File: src/rtl/llsc_pkg.sv
package llsc_pkg;

  typedef enum logic [2:0] {
    ST_I  = 3'd0,
    ST_S  = 3'd1,
    ST_E  = 3'd2,
    ST_M  = 3'd3,
    ST_LE = 3'd4,
    ST_LM = 3'd5
  } line_st_e;

  localparam logic [1:0] OP_LD = 2'd0;
  localparam logic [1:0] OP_ST = 2'd1;
  localparam logic [1:0] OP_LL = 2'd2;

  localparam logic [1:0] SN_INV  = 2'd0;
  localparam logic [1:0] SN_FWDS = 2'd1;
  localparam logic [1:0] SN_FWDX = 2'd2;

  function automatic logic is_locked(line_st_e s);
    return (s == ST_LE) || (s == ST_LM);
  endfunction

  function automatic logic is_dirty(line_st_e s);
    return (s == ST_M) || (s == ST_LM);
  endfunction

  function automatic line_st_e unlock_st(line_st_e s);
    case (s)
      ST_LE:   return ST_E;
      ST_LM:   return ST_M;
      default: return s;
    endcase
  endfunction

  function automatic line_st_e lock_st(line_st_e s);
    case (s)
      ST_E, ST_LE: return ST_LE;
      default:     return ST_LM;
    endcase
  endfunction

  function automatic line_st_e snoop_st(line_st_e s, logic [1:0] kind);
    if (kind == SN_FWDS && s != ST_I) return ST_S;
    return ST_I;
  endfunction

  function automatic line_st_e store_st(line_st_e s);
    return is_locked(s) ? ST_LM : ST_M;
  endfunction

endpackage

File: src/rtl/llsc_lock_timer.sv
module llsc_lock_timer #(
  parameter int LOCK_CYCLES = 32,
  localparam int TW = $clog2(LOCK_CYCLES + 1)
) (
  input  logic clk,
  input  logic rst_n,
  input  logic locked,
  input  logic reload,
  output logic expire
);

  localparam logic [TW-1:0] FULL = TW'(LOCK_CYCLES);
  localparam logic [TW-1:0] ONE  = TW'(1);

  logic [TW-1:0] cnt_q;

  assign expire = locked && (cnt_q == ONE);

  always_ff @(posedge clk) begin
    if (!rst_n)                      cnt_q <= '0;
    else if (reload)                 cnt_q <= FULL;
    else if (locked && cnt_q != '0)  cnt_q <= cnt_q - ONE;
    else                             cnt_q <= '0;
  end

  a_r4_cnt_bound: assert property (@(posedge clk) disable iff (!rst_n)
    cnt_q <= FULL);

endmodule

File: src/rtl/llsc_port_arb.sv
module llsc_port_arb (
  input  logic locked,
  input  logic pend,
  input  logic snp_valid,
  input  logic evict_req,
  input  logic core_valid,
  input  logic fill_valid,
  output logic snp_ready,
  output logic snp_fire,
  output logic evict_do,
  output logic core_ready,
  output logic core_fire,
  output logic fill_fire
);

  assign snp_ready  = !locked;
  assign snp_fire   = snp_valid && snp_ready;
  assign evict_do   = evict_req && !locked && !pend && !snp_fire;
  assign core_ready = !pend && !snp_fire && !evict_do;
  assign core_fire  = core_valid && core_ready;
  assign fill_fire  = fill_valid && pend;

endmodule

File: src/rtl/llsc_next_state.sv
module llsc_next_state
  import llsc_pkg::*;
#(
  parameter bit LOCK_EN = 1'b1
) (
  input  line_st_e   st,
  input  logic       pexcl,
  input  logic       ll_flag,
  input  logic       fill_fire,
  input  logic       fill_excl,
  input  logic       snp_fire,
  input  logic [1:0] snp_kind,
  input  logic       evict_do,
  input  logic       core_fire,
  input  logic [1:0] core_op,
  input  logic       expire,
  output line_st_e   ns,
  output logic       reload,
  output logic       miss_issue,
  output logic       miss_excl_n,
  output logic       miss_ll_n,
  output logic       dirty_n,
  output logic       wb_n,
  output logic       drop_n
);

  logic ll_en;
  generate
    if (LOCK_EN) begin : g_lock_on
      assign ll_en = 1'b1;
    end else begin : g_lock_off
      assign ll_en = 1'b0;
    end
  endgenerate

  logic is_store, is_ll, is_load;
  assign is_store = (core_op == OP_ST);
  assign is_ll    = (core_op == OP_LL) && ll_en;
  assign is_load  = !is_store && !is_ll;

  line_st_e pre;

  always_comb begin
    pre         = st;
    reload      = 1'b0;
    miss_issue  = 1'b0;
    miss_excl_n = 1'b0;
    miss_ll_n   = 1'b0;
    dirty_n     = 1'b0;
    wb_n        = 1'b0;
    drop_n      = 1'b0;
    if (fill_fire) begin
      if (pexcl) begin
        pre    = ll_flag ? ST_LE : ST_M;
        reload = ll_flag;
      end else begin
        pre = fill_excl ? ST_E : ST_S;
      end
    end else if (snp_fire) begin
      dirty_n = is_dirty(st);
      pre     = snoop_st(st, snp_kind);
    end else if (evict_do) begin
      wb_n   = is_dirty(st);
      drop_n = (st == ST_S) || (st == ST_E);
      pre    = ST_I;
    end else if (core_fire) begin
      if (is_load) begin
        if (st == ST_I) miss_issue = 1'b1;
      end else if (st == ST_I || st == ST_S) begin
        miss_issue  = 1'b1;
        miss_excl_n = 1'b1;
        miss_ll_n   = is_ll;
      end else if (is_store) begin
        pre = store_st(st);
      end else begin
        pre    = lock_st(st);
        reload = 1'b1;
      end
    end
    ns = pre;
    if (expire && !reload) ns = unlock_st(pre);
  end

endmodule

File: src/rtl/llsc_line_ctrl.sv
module llsc_line_ctrl
  import llsc_pkg::*;
#(
  parameter bit LOCK_EN     = 1'b1,
  parameter int LOCK_CYCLES = 32
) (
  input  logic       clk,
  input  logic       rst_n,
  input  logic       core_valid,
  input  logic [1:0] core_op,
  output logic       core_ready,
  output logic       miss_valid,
  output logic       miss_excl,
  input  logic       fill_valid,
  input  logic       fill_excl,
  input  logic       snp_valid,
  input  logic [1:0] snp_kind,
  output logic       snp_ready,
  output logic       snp_dirty,
  input  logic       evict_valid,
  output logic       evict_wb,
  output logic       evict_drop,
  output logic [2:0] line_state
);

  line_st_e state_q, ns;
  logic pend_q, pexcl_q, ll_q, evp_q;

  logic locked, evict_req, expire, reload;
  logic snp_fire, evict_do, core_fire, fill_fire;
  logic miss_issue, miss_excl_n, miss_ll_n, dirty_n, wb_n, drop_n;

  assign locked     = is_locked(state_q);
  assign evict_req  = evict_valid || evp_q;
  assign line_state = state_q;

  llsc_port_arb u_arb (
    .locked     (locked),
    .pend       (pend_q),
    .snp_valid  (snp_valid),
    .evict_req  (evict_req),
    .core_valid (core_valid),
    .fill_valid (fill_valid),
    .snp_ready  (snp_ready),
    .snp_fire   (snp_fire),
    .evict_do   (evict_do),
    .core_ready (core_ready),
    .core_fire  (core_fire),
    .fill_fire  (fill_fire)
  );

  llsc_lock_timer #(.LOCK_CYCLES(LOCK_CYCLES)) u_timer (
    .clk    (clk),
    .rst_n  (rst_n),
    .locked (locked),
    .reload (reload),
    .expire (expire)
  );

  llsc_next_state #(.LOCK_EN(LOCK_EN)) u_ns (
    .st          (state_q),
    .pexcl       (pexcl_q),
    .ll_flag     (ll_q),
    .fill_fire   (fill_fire),
    .fill_excl   (fill_excl),
    .snp_fire    (snp_fire),
    .snp_kind    (snp_kind),
    .evict_do    (evict_do),
    .core_fire   (core_fire),
    .core_op     (core_op),
    .expire      (expire),
    .ns          (ns),
    .reload      (reload),
    .miss_issue  (miss_issue),
    .miss_excl_n (miss_excl_n),
    .miss_ll_n   (miss_ll_n),
    .dirty_n     (dirty_n),
    .wb_n        (wb_n),
    .drop_n      (drop_n)
  );

  always_ff @(posedge clk) begin
    if (!rst_n) begin
      state_q    <= ST_I;
      pend_q     <= 1'b0;
      pexcl_q    <= 1'b0;
      ll_q       <= 1'b0;
      evp_q      <= 1'b0;
      miss_valid <= 1'b0;
      miss_excl  <= 1'b0;
      snp_dirty  <= 1'b0;
      evict_wb   <= 1'b0;
      evict_drop <= 1'b0;
    end else begin
      state_q <= ns;
      if (miss_issue) begin
        pend_q  <= 1'b1;
        pexcl_q <= miss_excl_n;
        ll_q    <= miss_ll_n;
      end else if (fill_fire) begin
        pend_q <= 1'b0;
        ll_q   <= 1'b0;
      end
      evp_q      <= evict_do ? 1'b0 : evict_req;
      miss_valid <= miss_issue;
      miss_excl  <= miss_excl_n;
      snp_dirty  <= dirty_n;
      evict_wb   <= wb_n;
      evict_drop <= drop_n;
    end
  end

  a_r1_pulses_exclusive: assert property (@(posedge clk) disable iff (!rst_n)
    $onehot0({evict_wb, evict_drop, snp_dirty}));
  a_r2_busy_while_pending: assert property (@(posedge clk) disable iff (!rst_n)
    pend_q |-> !core_ready);
  a_r3_miss_single: assert property (@(posedge clk) disable iff (!rst_n)
    miss_valid |=> !miss_valid);
  a_r3_flag_cleared: assert property (@(posedge clk) disable iff (!rst_n)
    fill_fire |=> !ll_q);
  a_r4_expire_unlocks: assert property (@(posedge clk) disable iff (!rst_n)
    (expire && !reload) |=> !is_locked(state_q));
  a_r6_stall_locked: assert property (@(posedge clk) disable iff (!rst_n)
    locked |-> !snp_ready);
  a_r9_snoop_first: assert property (@(posedge clk) disable iff (!rst_n)
    (snp_valid && snp_ready) |-> !core_ready);

  generate
    if (!LOCK_EN) begin : g_no_lock_chk
      a_r8_never_locked: assert property (@(posedge clk) disable iff (!rst_n)
        !is_locked(state_q));
    end
  endgenerate

endmodule

File: config.mk
export PLATFORM = sky130hd
export DESIGN_NAME = llsc_line_ctrl
export DESIGN_NICKNAME = d
export VERILOG_FILES = /design/src/rtl/llsc_pkg.sv /design/src/rtl/llsc_lock_timer.sv /design/src/rtl/llsc_port_arb.sv /design/src/rtl/llsc_next_state.sv /design/src/rtl/llsc_line_ctrl.sv
export SDC_FILE = /design/constraint.sdc
export NUM_CORES = 1
export LEC_CHECK = 0
export ABC_AREA = 1
export BUFFER_PORTS_ARGS = -buffer_cell sky130_fd_sc_hd__buf_2
export CAP_MARGIN = 10
export CORE_AREA = 2 2 50 52
export DETAILED_ROUTE_END_ITERATION = 8
export DIE_AREA = 0 0 52 54
export PLACE_DENSITY_LB_ADDON = 0.05
export SETUP_SLACK_MARGIN = 0.3
export SYNTH_ARGS = -nofsm -noshare
export SYNTH_HDL_FRONTEND = slang
export SYNTH_SLANG_ARGS = --single-unit
File: constraint.sdc
create_clock -name clk -period 1.15 [get_ports clk]
set_input_delay 0.0575 -clock clk [delete_from_list [all_inputs] [get_ports clk]]
set_output_delay 0.0575 -clock clk [all_outputs]
set_load 0.005 [all_outputs]
==> results of run 1 <==
path summary, 6_finish.rpt:
| check | start | to | cells after the start |
|---|---|---|---|
| max | line_state[1] | ll_q | 9 |
| min | snp_kind[0] | line_state[0] | 3 |
| max reg2reg | line_state[1] | ll_q | 9 |
| min reg2reg | u_timer.cnt_q[2] | u_timer.cnt_q[2] | 2 |
metal layers:
metal / global-route usage / vias up / share of wire
li1: - / 589 / -
met1: 0.2662 / 530 / 0.43
met2: 0.3692 / 27 / 0.51
met3: 0.04167 / 6 / 0.043
met4: 0.08772 / 0 / 0.015
met5: 0 / - / 0
power groups by stage:
stage          Combinational [mW]  Sequential [mW]  Clock (mW)
2_1_floorplan               0.100            0.648           0
5_1_grt                     0.264            0.632       0.460
3_5_place_dp                0.184            0.648           0
4_1_cts                     0.217            0.631       0.415
3_3_place_gp                0.182            0.648           0
6_report                    0.241            0.631       0.410
repair_timing:
item                       CTS  global route
pin swaps                    9             9
buffers inserted             4             4
gates resized for setup     26            12
setup endpoints to repair   23            23
layout make-up:
type                       count  area [um2]  area share
inverter                      24       95.09     0.05975
tap                           30       37.54     0.02358
timing repair buffer          49       359.1      0.2256
multi-input combinational    110       690.7      0.4340
clock buffer                   4       36.28     0.02280
sequential                    18       372.9      0.2343
Yosys cell counts (all sizes together):
library cell,number
nand2,37
nor2,26
inv,23
dfxtp,18
nand3,16
a21oi,9
nor3,5
ha,4
o21ai,4
nand4,3
or2,3
a41oi,1
clkinv,1
o211ai,1
o21bai,1
registers in the layout (all words and copies together) (netlist names):
name,count
evp_q,1
line_state,3
u_timer.cnt_q,6
pexcl_q,1
evict_drop,1
snp_dirty,1
pend_q,1
evict_wb,1
miss_excl,1
miss_valid,1
ll_q,1
worst register-to-register path: cells and delay by family, from the launching register on:
kind                   cells  cell delay, ps
AOI/OAI and AO/OA          1              70
buffers and inverters      2             190
DFF                        1             380
and+or+nand+nor            6             580
through the flow:
step                instance area (um2)  setup TNS (ps)  hold slack [ps]
floorplan                          1056          -329.4            176.3
global placement                   1351          -893.2            318.6
detailed placement                 1351           -1339            330.0
CTS                                1508          -902.4            12.61
global route                       1592           -2696            20.48
finish                             1592           -1560            9.601
cell families after synthesis:
| kind of cell | after synthesis | synth area share |
|---|---|---|
| adder cells (fa/ha/maj) | 4 | 0.04866 |
| flip-flops | 18 | 0.3504 |
| AND/OR/NAND/NOR | 90 | 0.4270 |
| buffers and inverters | 24 | 0.08759 |
| AO/OA/AOI/OAI | 16 | 0.08638 |
==> results by stage, run 1 <==
Global route:
- The total global-route track usage is 0.2162.
- The via count of the first global-routing pass is 1060.
- The aggregate global routing overflow is 0.
- The first global-routing pass estimated 4.471 mm of wire.
- The initial antenna violation count is 0.
- The largest net degree at the start of global routing is 11.

CTS:
- The maximum buffer depth of the clock tree is 2.
- The number of sinks on the clock net is 18.
- Clock-pin slew was measured on the worst setup and hold paths at 110 ps.
- The tree is rooted in a sky130_fd_sc_hd__clkbuf_4.
- CTS built an H-tree with a depth of 1.
- Buffers inserted during clock tree synthesis total 3.
- The CTS tree is yes.
- The worst-skew pair later-pin latency is 310 ps.
- The number of hold buffers added after CTS is 0.

Finish:
- The most common cell after layout, fill and taps aside is sky130_fd_sc_hd__nand2_1.
- The fraction of layout cells with a size suffix above 1 is 0.4634.
- The area growth from synthesis to layout is 54.74%.
- In the layout the commonest cells are 27 x sky130_fd_sc_hd__nand2_1, 23 x sky130_fd_sc_hd__buf_4, 21 x sky130_fd_sc_hd__nor2_1.
- The final layout contains 221 nets.
- The number of fill cells is 203.
- Leaving out filler cells and counting taps, the final layout contains 235.
- The number of diodes added for antenna fixing is 0.
- The core utilization of the finished layout is 0.6861.

Timing:
- For the pin with the worst max-slew slack, the measured transition is 205.5 ps.
- Setup repair after global routing could not meet its margin everywhere.
- The fmax is 744.1 MHz.
- The count of endpoints failing setup in the final report is 16.
- In the post-route analysis, the smallest setup slack over all paths is -194.0 ps.
- Of the available clock period, the critical path in the final layout requires 1.169.
- The final number of hold-violating endpoints is 0.
- The worst slew slack as a fraction of its limit is 0.8616.
- For the final database, setup skew stands at 7.292 ps.
- The time the final worst path needs with I/O delays and setup is 1344 ps.
- The max-slew violation count is 0.

Placement:
- The minimum setup slack after placement is -197.4 ps.
- Detailed placement finished with a half-perimeter wire length of 2.100 mm.
- The count of buffers added on input and output ports is 20.
- The number of placed cells counting well taps is 223.
- At the end of routability-driven placement, the weighted congestion stood at 0.9083.

Job:
- The number of maximum-capacitance violations is 0.

Floorplan:
- The total area inside the core boundary comes to 0.002320 mm2.
- Row generation in the floorplan step produced 18 rows.
- The vertical die dimension is 54 um.
- The area of the die is 0.002808 mm2.
- The I/O pin count is 21.
- The starting density of the core is 0.4434.
- The floorplan die width is 52 um.

Yosys:
- The synthesized area divided by synthesized cell count is 6.766 um2.
- The post-synthesis cell count is 152.
- When the netlist entered floorplanning its net count stood at 167.
- After synthesis, the cell types taking the most area are sky130_fd_sc_hd__dfxtp_1 35%, sky130_fd_sc_hd__nand2_1 12%, sky130_fd_sc_hd__nor2_1 8.4%.
- Of the post-synthesis cell area, the dominant cell type holds 0.3504.
- The biggest area contributor in the post-synthesis netlist is sky130_fd_sc_hd__dfxtp_1.
- The total number of yosys warnings is 0.
- The share of the Yosys chip area taken by registers is 0.3504.
- The post-synthesis cell area is 0.001028 mm2.
- The number of different library cells used by synthesis comes to 20.
- The post-synthesis register bit count is 18.

Setup path:
- Walking the worst path, the cells encountered are inv_4, nand2_4, nand2_4, nand3_4, nor2_4, buf_6, nand2_2, nand3_1, a21oi_1.
- Counting stages on the worst path, the most repeated cell is sky130_fd_sc_hd__nand2_4.
- The category of cells accounting for the largest share of critical-path delay is simple AND/OR/NAND/NOR gates.
- The type of element capturing the critical path is a flop.
- The largest fanout of any net on the critical path is 7.
- STA classifies the critical path startpoint as a flop.
- The critical path is of the flop to flop type.
- The critical path contains buffers and inverters numbering 2 combined.
- The setup check on the worst reg-to-reg path leaves a slack of -190 ps.
- STA puts the critical path data required time at 1340 ps.
- The maximum single-stage delay on the critical path is 380 ps.
- The largest individual stage delay along the critical path comes from the cell sky130_fd_sc_hd__dfxtp_4.
- The worst endpoint data arrival time is 1540 ps.

Power:
- Total power for the finished layout comes to 1.282 mW.
- Of the total power, registers draw 0.492.
- The leakage power total is 0.7742 nW.
- The worst-case IR drop observed on VDD is 0.0007869 V.
- The combinational share of power is 0.188.
- The switching power of the nets is 353.0 uW.
- The power per cell area is 805.5 mW/mm2.
- The fraction of power spent switching nets is 0.2753.
- The proportion of power drawn by the clock network is 0.320.
- Internal power comes to 929.0 uW.

Routing:
- Once detail routing completed, the nets flagged for antenna violations numbered 0.
- The final route contains 1152 vias.
- The iteration count of the initial detailed-routing pass is 4.
- The total routed wirelength is 2.851 mm.
- The initial detailed-routing violation count is 20.
- The routed length per instance is 12.13 um.
- The number of vias per cell after detailed routing is 4.902.
- The detailed-route DRC error count is 0.

Run status:
- The checks that failed: negative setup slack.
- The flow ran to the end, but the final reports show violations.

Min path:
- In this run the worst hold path is classified as input port to flop.
Note: power is estimated with default switching activity, not from simulation.
==> run 2: changes to the inputs <==
Settings changed: HOLD_SLACK_MARGIN from default to 0.12.
==> run 2 against run 1 <==
Against the previous run:
- the run still ends with negative setup slack left
- global-route usage up 1.3 points
- clock power about the same
- total power up 0.77%
- clock-buffer cell count unchanged
- cell count up 1.3%
- sequential share of layout area down 0.18 points
- maximum frequency down 2.6%
- largest power group unchanged
- highest routed layer unchanged
==> results by stage, run 2 (synthesis results as in run 1) <==
Global route:
- The wire length of the first global-routing pass was 4.698 mm (was 4.471 mm).
- The initial antenna violation count was 0 (unchanged).
- The via count of the first global-routing pass is 1112 (was 1060).
- The largest net degree at the start of global routing is 11 (unchanged).
- The total global-route track usage is 0.2291 (was 0.2162).
- The aggregate global routing overflow is 0 (unchanged).

Floorplan:
- The vertical die dimension is 54 um (unchanged).
- The starting density of the core is 0.4434 (unchanged).
- The placeable core region was 0.002320 mm2 (unchanged).
- The area of the die is 0.002808 mm2 (unchanged).
- The I/O pin count is 21 (unchanged).
- The floorplan die width is 52 um (unchanged).
- The number of standard-cell rows in the floorplan is 18 (unchanged).

Power:
- The power per cell area is 805.4 mW/mm2 (was 805.5 mW/mm2).
- The leakage power total is 0.7812 nW (was 0.7742 nW).
- The fraction of power spent switching nets is 0.2752 (was 0.2753).
- The largest vdd supply drop is 0.0007822 V (was 0.0007869 V).
- The combinational share of power was 0.194 (was 0.188).
- The power consumption is 1.292 mW (was 1.282 mW).
- The proportion of power drawn by the clock network was 0.318 (was 0.320).
- The register share of total power was 0.488 (was 0.492).
- The switching power of the nets is 355.5 uW (was 353.0 uW).
- The internal power component was 936.3 uW (was 929.0 uW).

Timing:
- The post-route clock period utilization came to 1.200 (was 1.169).
- The final number of hold-violating endpoints is 0 (unchanged).
- The time the final worst path needs with I/O delays and setup came to 1380 ps (was 1344 ps).
- The transition time at the pin with the least slew margin came to 204.7 ps (was 205.5 ps).
- The sum of negative setup slack is -1571 ps (was -1560 ps).
- RSZ-0062 raised after global routing: yes (unchanged).
- The clock skew after layout is 8.568 ps (was 7.292 ps).
- The max-slew violation count is 0 (unchanged).
- The least setup slack across all paths after layout is -229.6 ps (was -194.0 ps).
- The count of endpoints failing setup in the final report is 16 (unchanged).
- The fmax is 724.8 MHz (was 744.1 MHz).
- The worst slew slack as a fraction of its limit is 0.8621 (was 0.8616).

Routing:
- The number of vias in the routed layout is 1190 (was 1152).
- The iteration count of the initial detailed-routing pass is 4 (unchanged).
- The total routed wirelength is 3.022 mm (was 2.851 mm).
- The initial detailed-routing violation count was 32 (was 20).
- The count of nets left with antenna violations after detail routing is 0 (unchanged).
- The routed length per instance is 12.70 um (was 12.13 um).
- The number of vias per cell after detailed routing came to 5.000 (was 4.902).
- The detailed-route DRC error count is 0 (unchanged).

Finish:
- The area growth from synthesis to layout is 55.96% (was 54.74%).
- The count of placed standard cells in the final layout, fillers left out came to 238 (was 235).
- The most common cell after layout, fill and taps aside is sky130_fd_sc_hd__nand2_1 (unchanged).
- Commonest cells after routing, fill and taps aside: 27 x sky130_fd_sc_hd__nand2_1, 22 x sky130_fd_sc_hd__buf_4, 21 x sky130_fd_sc_hd__nor2_1 (was 27 x sky130_fd_sc_hd__nand2_1, 23 x sky130_fd_sc_hd__buf_4, 21 x sky130_fd_sc_hd__nor2_1).
- The total number of nets in the final design is 224 (was 221).
- The post-route cell area is 0.001604 mm2 (was 0.001592 mm2).
- The number of diodes added for antenna fixing is 0 (unchanged).
- The number of flip-flops under the largest register name is 6 (unchanged).
- The fraction of layout cells with a size suffix above 1 is 0.4375 (was 0.4634).
- The register containing the most flip-flops in the final layout is u_timer.cnt_q (unchanged).

CTS:
- The maximum buffer depth of the clock tree was 2 (unchanged).
- The CTS tree is yes (unchanged).
- The number of levels the H-tree was split into is 1 (unchanged).
- The number of clock buffers inserted by TritonCTS was 3 (unchanged).
- The clock transition at the registers of the reported paths was 120 ps (was 110 ps).
- The number of sinks on the clock net is 18 (unchanged).
- The CTS root buffer is sky130_fd_sc_hd__clkbuf_4 (unchanged).
- The worst-skew pair later-pin latency is 300 ps (was 310 ps).

Setup path:
- The worst endpoint data arrival time is 1580 ps (was 1540 ps).
- The largest fanout of any net on the critical path is 7 (unchanged).
- The worst setup path category is flop to flop (unchanged).
- The type of element capturing the critical path is a flop (unchanged).
- The data required time of the worst path is 1350 ps (was 1340 ps).
- The critical path startpoint category is a flop (unchanged).

Run status:
- Violations in the final reports: negative setup slack (unchanged).
- Status: finished, violations left (unchanged).

Placement:
- The cell area after placement is 0.001351 mm2 (unchanged).
- The weighted congestion at the end of routability-driven global placement is 0.9083 (unchanged).
- The count of input and output buffers is 20 (unchanged).
- The minimum setup slack after placement is -197.4 ps (unchanged).
- The total half-perimeter wirelength after legalization and detailed placement came to 2.100 mm (unchanged).
- The number of placed cells counting well taps was 223 (unchanged).

Job:
- The number of maximum-capacitance violations is 0 (unchanged).

Min path:
- The path class of the lowest-slack min-delay path is input port to flop (unchanged).
==> run 2: what timing repair did <==
item | in CTS | in global routing
pin swaps | 9 | 5
setup buffers | 4 | 2
hold buffers | 4 | 1
resized for setup | 26 | 7
endpoints found under the hold margin | 7 | 3
endpoints found under the setup margin | 23 | 23
==> run 2: stage by stage <==
| stage | util | hold WS (ps) |
|---|---|---|
| after floorplan | - | 176.3 |
| after global routing | 0.6915 | 111.1 |
| after detailed placement | 0.5825 | 330.0 |
| after global placement | 0.5825 | 318.6 |
| after CTS | 0.6672 | 101.1 |
| final | 0.6915 | 99.56 |
==> run 2: power by group through the flow <==
stage,Combinational (mW),Sequential [mW],Clock (mW)
global placement,0.182,0.648,0
floorplan,0.100,0.648,0
finish,0.251,0.631,0.410
detailed placement,0.184,0.648,0
CTS,0.228,0.631,0.415
global route,0.273,0.632,0.460
==> run 2: final cells by class <==
| type | instances | area, um2 |
|---|---|---|
| well taps | 30 | 37.54 |
| flip-flops and latches | 18 | 372.9 |
| inverters | 24 | 95.09 |
| repair buffers | 52 | 384.1 |
| multi-input cells | 110 | 678.2 |
| clock buffers | 4 | 36.28 |
| fillers | 199 | 715.7 |
==> run 2: per-layer routing <==
| layer | wire, um | vias up | global-route usage |
|---|---|---|---|
| li1 | - | 596 | - |
| met1 | 1302 | 538 | 0.2812 |
| met2 | 1446 | 42 | 0.3713 |
| met3 | 166 | 14 | 0.04444 |
| met4 | 108 | 0 | 0.1360 |
| met5 | 0 | - | 0 |
==> run 2: final timing paths <==
path                    startpoint               end  slack (ps)  cells past startpoint
setup / recovery     line_state[1]              ll_q        -230                      9
hold / removal         evict_valid             evp_q         100                      3
setup reg to reg     line_state[1]              ll_q        -230                      9
hold reg to reg   u_timer.cnt_q[2]  u_timer.cnt_q[2]         510                      2
==> run 2: critical path, cell delays in order, from the launching register on <==
cell and delay [ps]:
sky130_fd_sc_hd__dfxtp_4 380, sky130_fd_sc_hd__inv_4 70, sky130_fd_sc_hd__nand2_4 70, sky130_fd_sc_hd__nand2_4 90
sky130_fd_sc_hd__nand3_2 100, sky130_fd_sc_hd__nor2_4 210, sky130_fd_sc_hd__buf_4 150, sky130_fd_sc_hd__nand2_2 60
sky130_fd_sc_hd__nand3_1 70, sky130_fd_sc_hd__a21oi_1 70
